`config.mk`:
```
export PLATFORM = sky130hd
export DESIGN_NAME = fifo_irq_unit
export DESIGN_NICKNAME = d
export VERILOG_FILES = /design/src/rtl/fiu_pkg.sv /design/src/rtl/fiu_fifo.sv /design/src/rtl/fiu_thresh.sv /design/src/rtl/fiu_irq.sv /design/src/rtl/fifo_irq_unit.sv
export SDC_FILE = /design/constraint.sdc
export NUM_CORES = 1
export LEC_CHECK = 0
export ABC_CLOCK_PERIOD_IN_PS = 9600
export CAP_MARGIN = 40
export CELL_PAD_IN_SITES_DETAIL_PLACEMENT = 0
export CELL_PAD_IN_SITES_GLOBAL_PLACEMENT = 1
export CORE_ASPECT_RATIO = 1.1
export CORE_UTILIZATION = 55
export CTS_BUF_LIST = sky130_fd_sc_hd__clkbuf_4
export DETAILED_ROUTE_END_ITERATION = 8
export PLACE_DENSITY = 0.91
export SLEW_MARGIN = 0
export SYNTH_ARGS = -nofsm -noshare
export SYNTH_HDL_FRONTEND = slang
export SYNTH_SLANG_ARGS = --single-unit
```
`constraint.sdc`:
```
create_clock -name clk -period 9.6 [get_ports clk]
set_clock_uncertainty 0.1 [all_clocks]
set_input_delay 1.92 -clock clk [delete_from_list [all_inputs] [get_ports clk]]
set_output_delay 1.92 -clock clk [all_outputs]
set_load 0.05 [all_outputs]
```
`src/rtl/fiu_pkg.sv`:
```
package fiu_pkg;

    typedef enum logic [2:0] {
        SEL_DATA  = 3'd0,
        SEL_TXWM  = 3'd1,
        SEL_RXWM  = 3'd2,
        SEL_MASK  = 3'd3,
        SEL_TXCNT = 3'd4,
        SEL_RXCNT = 3'd5,
        SEL_RAW   = 3'd6,
        SEL_MSKD  = 3'd7
    } sel_e;

    typedef enum logic {
        ST_OFF = 1'b0,
        ST_ON  = 1'b1
    } ctl_state_e;

    localparam int NSRC    = 6;
    localparam int B_TXLOW = 0;
    localparam int B_TXOVF = 1;
    localparam int B_RXUDF = 2;
    localparam int B_RXOVF = 3;
    localparam int B_RXHI  = 4;
    localparam int B_SPARE = 5;

endpackage

```
`src/rtl/fiu_fifo.sv`:
```
module fiu_fifo #(
    parameter int DW    = 16,
    parameter int DEPTH = 8,
    localparam int PW   = (DEPTH > 1) ? $clog2(DEPTH) : 1,
    localparam int LW   = $clog2(DEPTH + 1)
) (
    input  logic          clk,
    input  logic          rst_n,
    input  logic          flush,
    input  logic          push,
    input  logic [DW-1:0] push_data,
    input  logic          pop,
    output logic [DW-1:0] head,
    output logic [LW-1:0] level,
    output logic          full,
    output logic          empty
);

    localparam bit POW2 = ((DEPTH & (DEPTH - 1)) == 0);

    logic [DW-1:0] mem [DEPTH];
    logic [PW-1:0] wp, rp, wp_nx, rp_nx;
    logic [LW-1:0] cnt;
    logic          do_wr, do_rd;

    assign full  = (cnt == LW'(DEPTH));
    assign empty = (cnt == '0);
    assign do_wr = push & ~full;
    assign do_rd = pop & ~empty;

    generate
        if (POW2) begin : g_natural_wrap
            assign wp_nx = wp + 1'b1;
            assign rp_nx = rp + 1'b1;
        end else begin : g_compare_wrap
            assign wp_nx = (wp == PW'(DEPTH - 1)) ? '0 : wp + 1'b1;
            assign rp_nx = (rp == PW'(DEPTH - 1)) ? '0 : rp + 1'b1;
        end
    endgenerate

    always_ff @(posedge clk) begin
        if (do_wr) begin
            mem[wp] <= push_data;
        end
    end

    always_ff @(posedge clk or negedge rst_n) begin
        if (!rst_n) begin
            wp  <= '0;
            rp  <= '0;
            cnt <= '0;
        end else if (flush) begin
            wp  <= '0;
            rp  <= '0;
            cnt <= '0;
        end else begin
            if (do_wr) wp <= wp_nx;
            if (do_rd) rp <= rp_nx;
            case ({do_wr, do_rd})
                2'b10:   cnt <= cnt + 1'b1;
                2'b01:   cnt <= cnt - 1'b1;
                default: cnt <= cnt;
            endcase
        end
    end

    assign head  = empty ? '0 : mem[rp];
    assign level = cnt;

endmodule

```
`src/rtl/fiu_thresh.sv`:
```
module fiu_thresh #(
    parameter int DW    = 16,
    parameter int DEPTH = 8,
    localparam int LW   = $clog2(DEPTH + 1)
) (
    input  logic          clk,
    input  logic          rst_n,
    input  logic          wr,
    input  logic [DW-1:0] wdata,
    output logic [LW-1:0] value
);

    localparam logic [DW-1:0] LIMIT = DW'(DEPTH - 1);

    always_ff @(posedge clk or negedge rst_n) begin
        if (!rst_n) begin
            value <= '0;
        end else if (wr && (wdata <= LIMIT)) begin
            value <= wdata[LW-1:0];
        end
    end

endmodule

```
`src/rtl/fiu_irq.sv`:
```
module fiu_irq
    import fiu_pkg::*;
(
    input  logic            clk,
    input  logic            rst_n,
    input  logic            flush,
    input  logic            clr,
    input  logic            ev_txovf,
    input  logic            ev_rxudf,
    input  logic            ev_rxovf,
    input  logic            lvl_txlow,
    input  logic            lvl_rxhi,
    input  logic            mask_wr,
    input  logic [NSRC-1:0] mask_wdata,
    output logic [NSRC-1:0] raw,
    output logic [NSRC-1:0] masked,
    output logic [NSRC-1:0] mask,
    output logic            irq
);

    localparam int NSTICKY = 3;

    logic [NSTICKY-1:0] ev;
    logic [NSTICKY-1:0] flag;

    assign ev = {ev_rxovf, ev_rxudf, ev_txovf};

    generate
        for (genvar i = 0; i < NSTICKY; i++) begin : g_sticky
            always_ff @(posedge clk or negedge rst_n) begin
                if (!rst_n) begin
                    flag[i] <= 1'b0;
                end else if (flush || clr) begin
                    flag[i] <= 1'b0;
                end else if (ev[i]) begin
                    flag[i] <= 1'b1;
                end
            end
        end
    endgenerate

    always_ff @(posedge clk or negedge rst_n) begin
        if (!rst_n) begin
            mask <= '0;
        end else if (mask_wr) begin
            mask <= mask_wdata;
        end
    end

    always_comb begin
        raw          = '0;
        raw[B_TXLOW] = lvl_txlow;
        raw[B_TXOVF] = flag[0];
        raw[B_RXUDF] = flag[1];
        raw[B_RXOVF] = flag[2];
        raw[B_RXHI]  = lvl_rxhi;
        raw[B_SPARE] = 1'b0;
    end

    assign masked = raw & mask;

    always_ff @(posedge clk or negedge rst_n) begin
        if (!rst_n) begin
            irq <= 1'b0;
        end else begin
            irq <= |masked;
        end
    end

endmodule

```
`src/rtl/fifo_irq_unit.sv`:
```
module fifo_irq_unit
    import fiu_pkg::*;
#(
    parameter int DW    = 16,
    parameter int DEPTH = 8
) (
    input  logic          clk,
    input  logic          rst_n,
    input  logic          ctl_en,
    input  logic          bus_wr,
    input  logic          bus_rd,
    input  logic [2:0]    bus_addr,
    input  logic [DW-1:0] bus_wdata,
    output logic [DW-1:0] bus_rdata,
    output logic          irq_out,
    input  logic          eng_tx_pop,
    output logic [DW-1:0] eng_tx_data,
    output logic          eng_tx_valid,
    input  logic          eng_rx_push,
    input  logic [DW-1:0] eng_rx_data
);

    localparam int LW = $clog2(DEPTH + 1);

    ctl_state_e state, state_nx;
    logic       run, flush;

    logic [LW-1:0]   tx_lvl, rx_lvl, tx_thr, rx_thr;
    logic            tx_full, tx_empty, rx_full, rx_empty;
    logic [DW-1:0]   rx_head;
    logic [NSRC-1:0] raw_st, msk_st, mask_q;
    logic            hit_data, tx_push, rx_pop, rx_push, tx_take;
    logic            ev_txovf, ev_rxudf, ev_rxovf, clr_flags;
    logic            rx_push_full;

    // controller state register
    always_ff @(posedge clk or negedge rst_n) begin
        if (!rst_n) begin
            state <= ST_OFF;
        end else begin
            state <= state_nx;
        end
    end

    // next state and state outputs
    always_comb begin
        state_nx = state;
        run      = 1'b0;
        unique case (state)
            ST_OFF: begin
                run = 1'b0;
                if (ctl_en) state_nx = ST_ON;
            end
            ST_ON: begin
                run = 1'b1;
                if (!ctl_en) state_nx = ST_OFF;
            end
        endcase
    end

    assign flush = ~run;

    // register decode
    assign hit_data     = (bus_addr == SEL_DATA);
    assign tx_push      = run & bus_wr & hit_data;
    assign rx_pop       = run & bus_rd & hit_data;
    assign rx_push      = run & eng_rx_push;
    assign tx_take      = run & eng_tx_pop;
    assign ev_txovf     = tx_push & tx_full;
    assign ev_rxudf     = rx_pop & rx_empty;
    assign ev_rxovf     = rx_push & rx_full;
    assign rx_push_full = ev_rxovf;
    assign clr_flags    = bus_wr & (bus_addr == SEL_RAW);

    fiu_fifo #(.DW(DW), .DEPTH(DEPTH)) u_txq (
        .clk       (clk),
        .rst_n     (rst_n),
        .flush     (flush),
        .push      (tx_push),
        .push_data (bus_wdata),
        .pop       (tx_take),
        .head      (eng_tx_data),
        .level     (tx_lvl),
        .full      (tx_full),
        .empty     (tx_empty)
    );

    fiu_fifo #(.DW(DW), .DEPTH(DEPTH)) u_rxq (
        .clk       (clk),
        .rst_n     (rst_n),
        .flush     (flush),
        .push      (rx_push),
        .push_data (eng_rx_data),
        .pop       (rx_pop),
        .head      (rx_head),
        .level     (rx_lvl),
        .full      (rx_full),
        .empty     (rx_empty)
    );

    fiu_thresh #(.DW(DW), .DEPTH(DEPTH)) u_txwm (
        .clk   (clk),
        .rst_n (rst_n),
        .wr    (bus_wr && (bus_addr == SEL_TXWM)),
        .wdata (bus_wdata),
        .value (tx_thr)
    );

    fiu_thresh #(.DW(DW), .DEPTH(DEPTH)) u_rxwm (
        .clk   (clk),
        .rst_n (rst_n),
        .wr    (bus_wr && (bus_addr == SEL_RXWM)),
        .wdata (bus_wdata),
        .value (rx_thr)
    );

    fiu_irq u_irq (
        .clk        (clk),
        .rst_n      (rst_n),
        .flush      (flush),
        .clr        (clr_flags),
        .ev_txovf   (ev_txovf),
        .ev_rxudf   (ev_rxudf),
        .ev_rxovf   (ev_rxovf),
        .lvl_txlow  (tx_lvl <= tx_thr),
        .lvl_rxhi   (rx_lvl > rx_thr),
        .mask_wr    (bus_wr && (bus_addr == SEL_MASK)),
        .mask_wdata (bus_wdata[NSRC-1:0]),
        .raw        (raw_st),
        .masked     (msk_st),
        .mask       (mask_q),
        .irq        (irq_out)
    );

    assign eng_tx_valid = ~tx_empty;

    // read mux
    always_comb begin
        bus_rdata = '0;
        unique case (bus_addr)
            SEL_DATA:  bus_rdata = rx_head;
            SEL_TXWM:  bus_rdata = DW'(tx_thr);
            SEL_RXWM:  bus_rdata = DW'(rx_thr);
            SEL_MASK:  bus_rdata = DW'(mask_q);
            SEL_TXCNT: bus_rdata = DW'(tx_lvl);
            SEL_RXCNT: bus_rdata = DW'(rx_lvl);
            SEL_RAW:   bus_rdata = DW'(raw_st);
            SEL_MSKD:  bus_rdata = DW'(msk_st);
        endcase
    end

endmodule

```
**Word level (Yosys, flattened, before mapping)**

Memories as Yosys holds them, arrays and structs flattened.
Index checks and enable logic that the tools add are counted.

- Add/sub/neg operators: 8
- $lt $le $gt $ge: 3
- Equal/unequal tests: 19
- Muxes and demuxes: 27
- Bitwise logic cells: 21
- Reductions and logical operators: 13

Operator list:

| operator | number |
|---|---|
| case mux 16 bit (8 select lines) | 1 |
| 2-to-1 mux 16 bit | 2 |
| 2-to-1 mux 3 bit | 8 |
| less-or-equal comparator 16 x 3 -> 1 bit, second input constant | 1 |
| case mux 4 bit (2 select lines) | 2 |
| bitwise AND 1 bit | 14 |
| adder 3 x 1 -> 3 bit, second input constant | 4 |
| equality test 3 bit, second input constant | 4 |
| 2-to-1 mux 1 bit | 11 |
| adder 4 x 1 -> 4 bit, second input constant | 2 |
| equality test 4 bit, second input constant | 2 |
| zero test 4 bit | 2 |
| 2-to-1 mux 4 bit | 2 |
| != test 2 x 1 -> 1 bit, second input constant | 4 |
| subtractor 4 x 1 -> 4 bit, second input constant | 2 |
| bitwise AND 5 x 6 -> 6 bit | 1 |
| equality test 3 x 2 -> 1 bit, second input constant | 2 |
| != test 3 x 1 -> 1 bit, second input constant | 2 |
| inverter 1 bit | 6 |
| nonzero test 2 bit | 3 |
| OR reduction 6 bit | 1 |
| logical AND 1 bit | 5 |
| equality test 2 x 1 -> 1 bit, second input constant | 2 |
| equality test 2 bit, second input constant | 2 |
| other kinds (6) | 6 |

- Register bits: 39
- Memory bits (writable): 256
- Bits of input ports: 42
- Output and inout bits: 34
- Logic and storage cells: 107
- Memories: 2

Memories:

| memory | words | bits a word | read ports | clocked after Yosys merged registers in | write ports | RTL line | source |
|---|---|---|---|---|---|---|---|
| u_rxq.mem | 8 | 16 | 1 | 0 | 1 | fiu_fifo.sv:21 | `logic [DW-1:0] mem [DEPTH];` |
| u_txq.mem | 8 | 16 | 1 | 0 | 1 | fiu_fifo.sv:21 |  |

**Longest topological paths before layout**

- Word-level depth: 8
- Depth in mapped cells: 10
- Gate-level depth less buffers: 9

**By module**

A second synthesis with hierarchy kept.

- Cell total of the unflattened synthesis: 734
- Area, all modules: 12,660.9 µm²

By module, submodules not included:

| module | instances | cells an instance | area an instance (µm²) |
|---|---|---|---|
| fiu_fifo | 2 | 282 | 5,532.8 |
| fifo_irq_unit | 1 | 109 | 747.0 |
| fiu_irq | 1 | 35 | 435.4 |
| fiu_thresh | 2 | 13 | 206.4 |

**Worst setup path after synthesis**

OpenSTA, ideal clock, no wires.

- Path kind: input to output
- Start: input bus_addr[0]
- End: output bus_rdata[10]
- Data arrival time: 3,619 ps
- Setup slack: 3,961 ps
- Stages: 5
- Cells stage by stage: buf_2 -> or4_1 -> clkbuf_1 -> clkbuf_1 -> nor2_1

- Word-level cells in the longest chain between the ends: 2
- Elaborated cells on any way between the ends: 9
- Classes of those cells: 7 x eq/ne; 1 x mux; 1 x reduce/logical

RTL lines:

| what | RTL line | source |
|---|---|---|
| start: declaration | fifo_irq_unit.sv:12 | `input logic [2:0] bus_addr,` |
| equality test 3 bit (tied with other cells) | fifo_irq_unit.sv:140 | `unique case (bus_addr)` |
| case mux 16 bit (8 select lines) (*) | fifo_irq_unit.sv:140 |  |
| end: declaration | fifo_irq_unit.sv:14 | `output logic [DW-1:0] bus_rdata,` |

Every way passes the cells marked *; elsewhere a longest branch is shown, timed or not.

**Worst setup path after layout**

- Start: input bus_addr[1]
- End: output bus_rdata[4]

The elaborated chain is that of the path after synthesis.

==> impl_results.md <==
- Outcome: completed
- Starting Density: 56.1%
- Slowest CP cell: or4_1
- Post-CTS sizing: 0
- Achievable Freq: 141 MHz
- DR vias/cell: 5.87
- Placer Congestion: 0.860
- Number of H-tree levels: 3
- Worst setup SP type: primary input
- Final hold slack: 0.448 ns
- FF-to-FF setup slack: 6.13 ns
- Post-synth ARST share: 13.2%
- Worst endpoint required time: 7.58 ns
- P&R area growth vs syn: 18.1%
- Crit Path Max Fanout: 23
- Compound-gate portion of the synthesized area: 3.55%
- Final worst slack: 2.51 ns
- Headroom to the max-slew limit: 43.2%
- DRT iter0 DRCs: 485
- Placed Area: 13700 um2
- CTS tree: done
- Synthesized area per cell: 17.8 um2
- Ys flop type: edfxtp_1
- Fin. Hold Viols: 0
- Mux share of post-synthesis cell area: 15.9%
- Vias: 6917
- Hold/Removal Path Class: reg -> reg
- Clock slew at the register clock pins of the worst setup and hold paths: 0.07 ns
- First-pass GRT wire length: 40.8 mm
- GRT Total Usage: 23.3%
- HP Start: u_rxwm.value[3]$_DFFE_PN0P_
- Antenna violations before repair: 1
- Antenna-violating nets left: 0
- Clock Path Buffers: 3
- CP Class: in -> out
- # setup viols final: 0
- EDFF count, synth: 256
- Vias in the first global route: 7481
- Metal2 WL: 13.6 mm
- Worst path max stage delay: 1.06 ns
- WP buf/inv: 2
- RSZ-0062 raised after global routing: false
- Post-route cell area: 14600 um2
- Num CTS Buffers: 72
- Clk sinks: 295
- Highest metal used: met4
- Cell area after synthesis: 12400 um2
- DIE AREA: 23100 um2
- Drt drc: 0
- CP delay by family, top: buffers and inverters
- Adder-cell share of the synthesized area: 1.61%
- Hold path depth: 2
- Arrival time of the worst setup path: 5.07 ns
- Total negative slack: 0 ns
- Flops & latches, synth: 295
- Reg-to-reg critical path endpoint: u_txq.mem[6][13]$_DFFE_PP_
- Min cycle time layout: 7.09 ns
- Area of the core: 22100 um2
- Nets: 891
- Worst setup EP type: primary output
- Row cnt: 57
- Largest net degree at the start of global routing: 35
- MaxCap Viol Count: 0
- Post-Synth Simple-Gate Area: 6.18%
- Crit-path most repeated cell: clkdlybuf4s50_1
- Fin crit share: 73.8%
- Worst-margin pin slew: 0.849 ns
- Post-DP HPWL: 16.3 mm
- Die width: 145 um
- GRT overflow: 0
- Hold EP: u_rxwm.value[3]$_DFFE_PN0P_
- Finished Layout Cells: 1179
- Leakage: 4.92 nW
- R2r startpoint: state$_DFF_PN0_
- Main combinational cell family by area after synthesis: multiplexers
- Die height: 159 um
- Seq/Total Area, Yosys: 69.9%
- IO buf count: 75
- Worst-Skew Late Latency: 0.64 ns
- Max-slew violations: 0
- Syn Nets: 753
- Post-CTS setup buffers: 0
- DP Cell Count: 1053
- Place WS: 2.46 ns
- Final wirelength: 25.5 mm
- Syn Inst Count: 695
- Yosys warning total: 0
- DRT Pass-1 Iters: 5
- Clock root cell: clkbuf_4
- Hold buffer count at CTS: 0
- Cell Chain, Critical Path: clkdlybuf4s50_1, or4_1, nor2_1, a41oi_1, o21ai_1, clkdlybuf4s50_1
- I/O pin cnt: 76
- Synth Area in XOR/XNOR: 1.14%
- Distinct cells, synth: 62
- Total power per unit cell area: 182 nW/um2
- Worst r2r path cells: 5
- Met3 wire length: 1.63 mm
- Share of cells above drive strength 1: 26.2%
- Peak supply drop: 0.175 mV
- WL met1: 9.72 mm
- DR WL/cell: 21.7 um
## synth_stat cells, drive strengths merged (2+ instances only)
| master | number | share of area (%) |
|---|---|---|
| a21oi | 12 | 0.48 |
| a31oi | 6 | 0.30 |
| a41oi | 2 | 0.14 |
| buf | 16 | 0.69 |
| clkbuf | 20 | 0.61 |
| dfrtp | 39 | 7.9 |
| edfxtp | 256 | 62 |
| ha | 16 | 1.6 |
| inv | 13 | 0.39 |
| mux2 | 9 | 0.82 |
| mux2i | 43 | 3.5 |
| mux4 | 64 | 12 |
| nand2 | 27 | 0.82 |
| nand2b | 7 | 0.35 |
| nand3 | 4 | 0.20 |
| nand4 | 6 | 0.30 |
| nor2 | 59 | 1.9 |
| nor2b | 4 | 0.20 |
| nor3 | 10 | 0.49 |
| nor4 | 7 | 0.50 |
| nor4b | 6 | 0.82 |
| o211ai | 7 | 0.42 |
| o21a | 6 | 0.36 |
| o21ai | 14 | 0.57 |
| o221ai | 3 | 0.21 |
| o22ai | 3 | 0.15 |
| o31ai | 2 | 0.12 |
| or4 | 2 | 0.12 |
| xnor2 | 4 | 0.43 |
| xor2 | 10 | 0.71 |
## worst min-delay path, stage by stage (launching register included)
cell     delay [ns]
dfrtp_1        0.35
inv_1          0.06
nor2_1         0.09
## state kept, by name, summed over array words and instances, names as in the netlist
signal and cells:
u_txq.mem 128, u_rxq.wp 3, u_txq.level 4, state 1, u_irq.irq 1, u_rxq.mem 128
u_txq.rp 3, u_rxwm.value 4, u_irq.mask 6, u_txwm.value 4, u_rxq.level 4, u_rxq.rp 3
u_irq.raw 3, u_txq.wp 3
## cells in the final DEF, fill, tap and decap left out, types with 12 or more instances in the layout
| cell | netlist | layout |
|---|---|---|
| mux4_2 | 64 | 64 |
| clkdlybuf4s50_1 | 0 | 74 |
| buf_4 | 1 | 14 |
| nand2_1 | 27 | 27 |
| dfrtp_1 | 39 | 37 |
| clkbuf_4 | 0 | 98 |
| a21oi_1 | 12 | 12 |
| mux2i_1 | 43 | 43 |
| edfxtp_1 | 256 | 256 |
| nor2_1 | 55 | 55 |
| inv_1 | 12 | 12 |
| clkinv_1 | 1 | 20 |
| ha_1 | 16 | 16 |
## worst max path at each step
| stage | cells past startpoint | start | slack (ns) | to |
|---|---|---|---|---|
| final | 6 | bus_addr[1] | 2.51 | bus_rdata[4] |
| after global routing | 6 | bus_addr[1] | 2.34 | bus_rdata[4] |
| after CTS | 6 | bus_addr[2] | 2.44 | bus_rdata[4] |
| after detailed placement | 6 | bus_addr[2] | 2.46 | bus_rdata[4] |
| after global placement | 6 | bus_addr[2] | 2.56 | bus_rdata[4] |
| after floorplan | 5 | bus_addr[0] | 3.96 | bus_rdata[10] |
## per-layer routing
| layer | GRT usage (%) | vias up |
|---|---|---|
| met5 | 0 | - |
| met2 | 40.6 | 254 |
| li1 | - | 3114 |
| met3 | 4.67 | 51 |
| met1 | 28.1 | 3498 |
| met4 | 10.4 | 0 |
## metrics by stage
stage	power (W)	util (%)
after CTS	0.00269	66.1
after floorplan	0.00159	-
after global routing	0.00277	66.2
after detailed placement	0.00168	62.1
final	0.00266	66.2
after global placement	0.00167	61.2
## logic make-up (layout without fill, tap and decap cells)
| logic type | after synthesis | count (layout) |
|---|---|---|
| flip-flops | 295 | 295 |
| AND/OR/NAND/NOR | 138 | 138 |
| multiplexers | 116 | 116 |
| AO/OA/AOI/OAI | 66 | 66 |
| buffers and inverters | 50 | 238 |
| adder cells (fa/ha/maj) | 16 | 16 |
| XOR/XNOR | 14 | 14 |
| other | 0 | 1 |
## power breakdown
part / internal (W) / switching [W] / leakage (nW)
Clock: 0.000529 / 0.000477 / 0.525
Sequential: 0.00142 / 0.0000239 / 2.80
Combinational: 0.0000887 / 0.000128 / 1.60
Total: 0.00203 / 0.000629 / 4.92
## area by class of cell
type	count	area, um2
Fill cell	1480	7470
Antenna cell	1	2.50
Sequential cell	295	8670
Clock buffer	98	736
Tap cell	295	369
Multi-Input combinational cell	350	3590
Timing Repair Buffer	100	1050
Clock inverter	26	163
Inverter	14	52.6
Note: power is estimated with default switching activity, not from simulation.
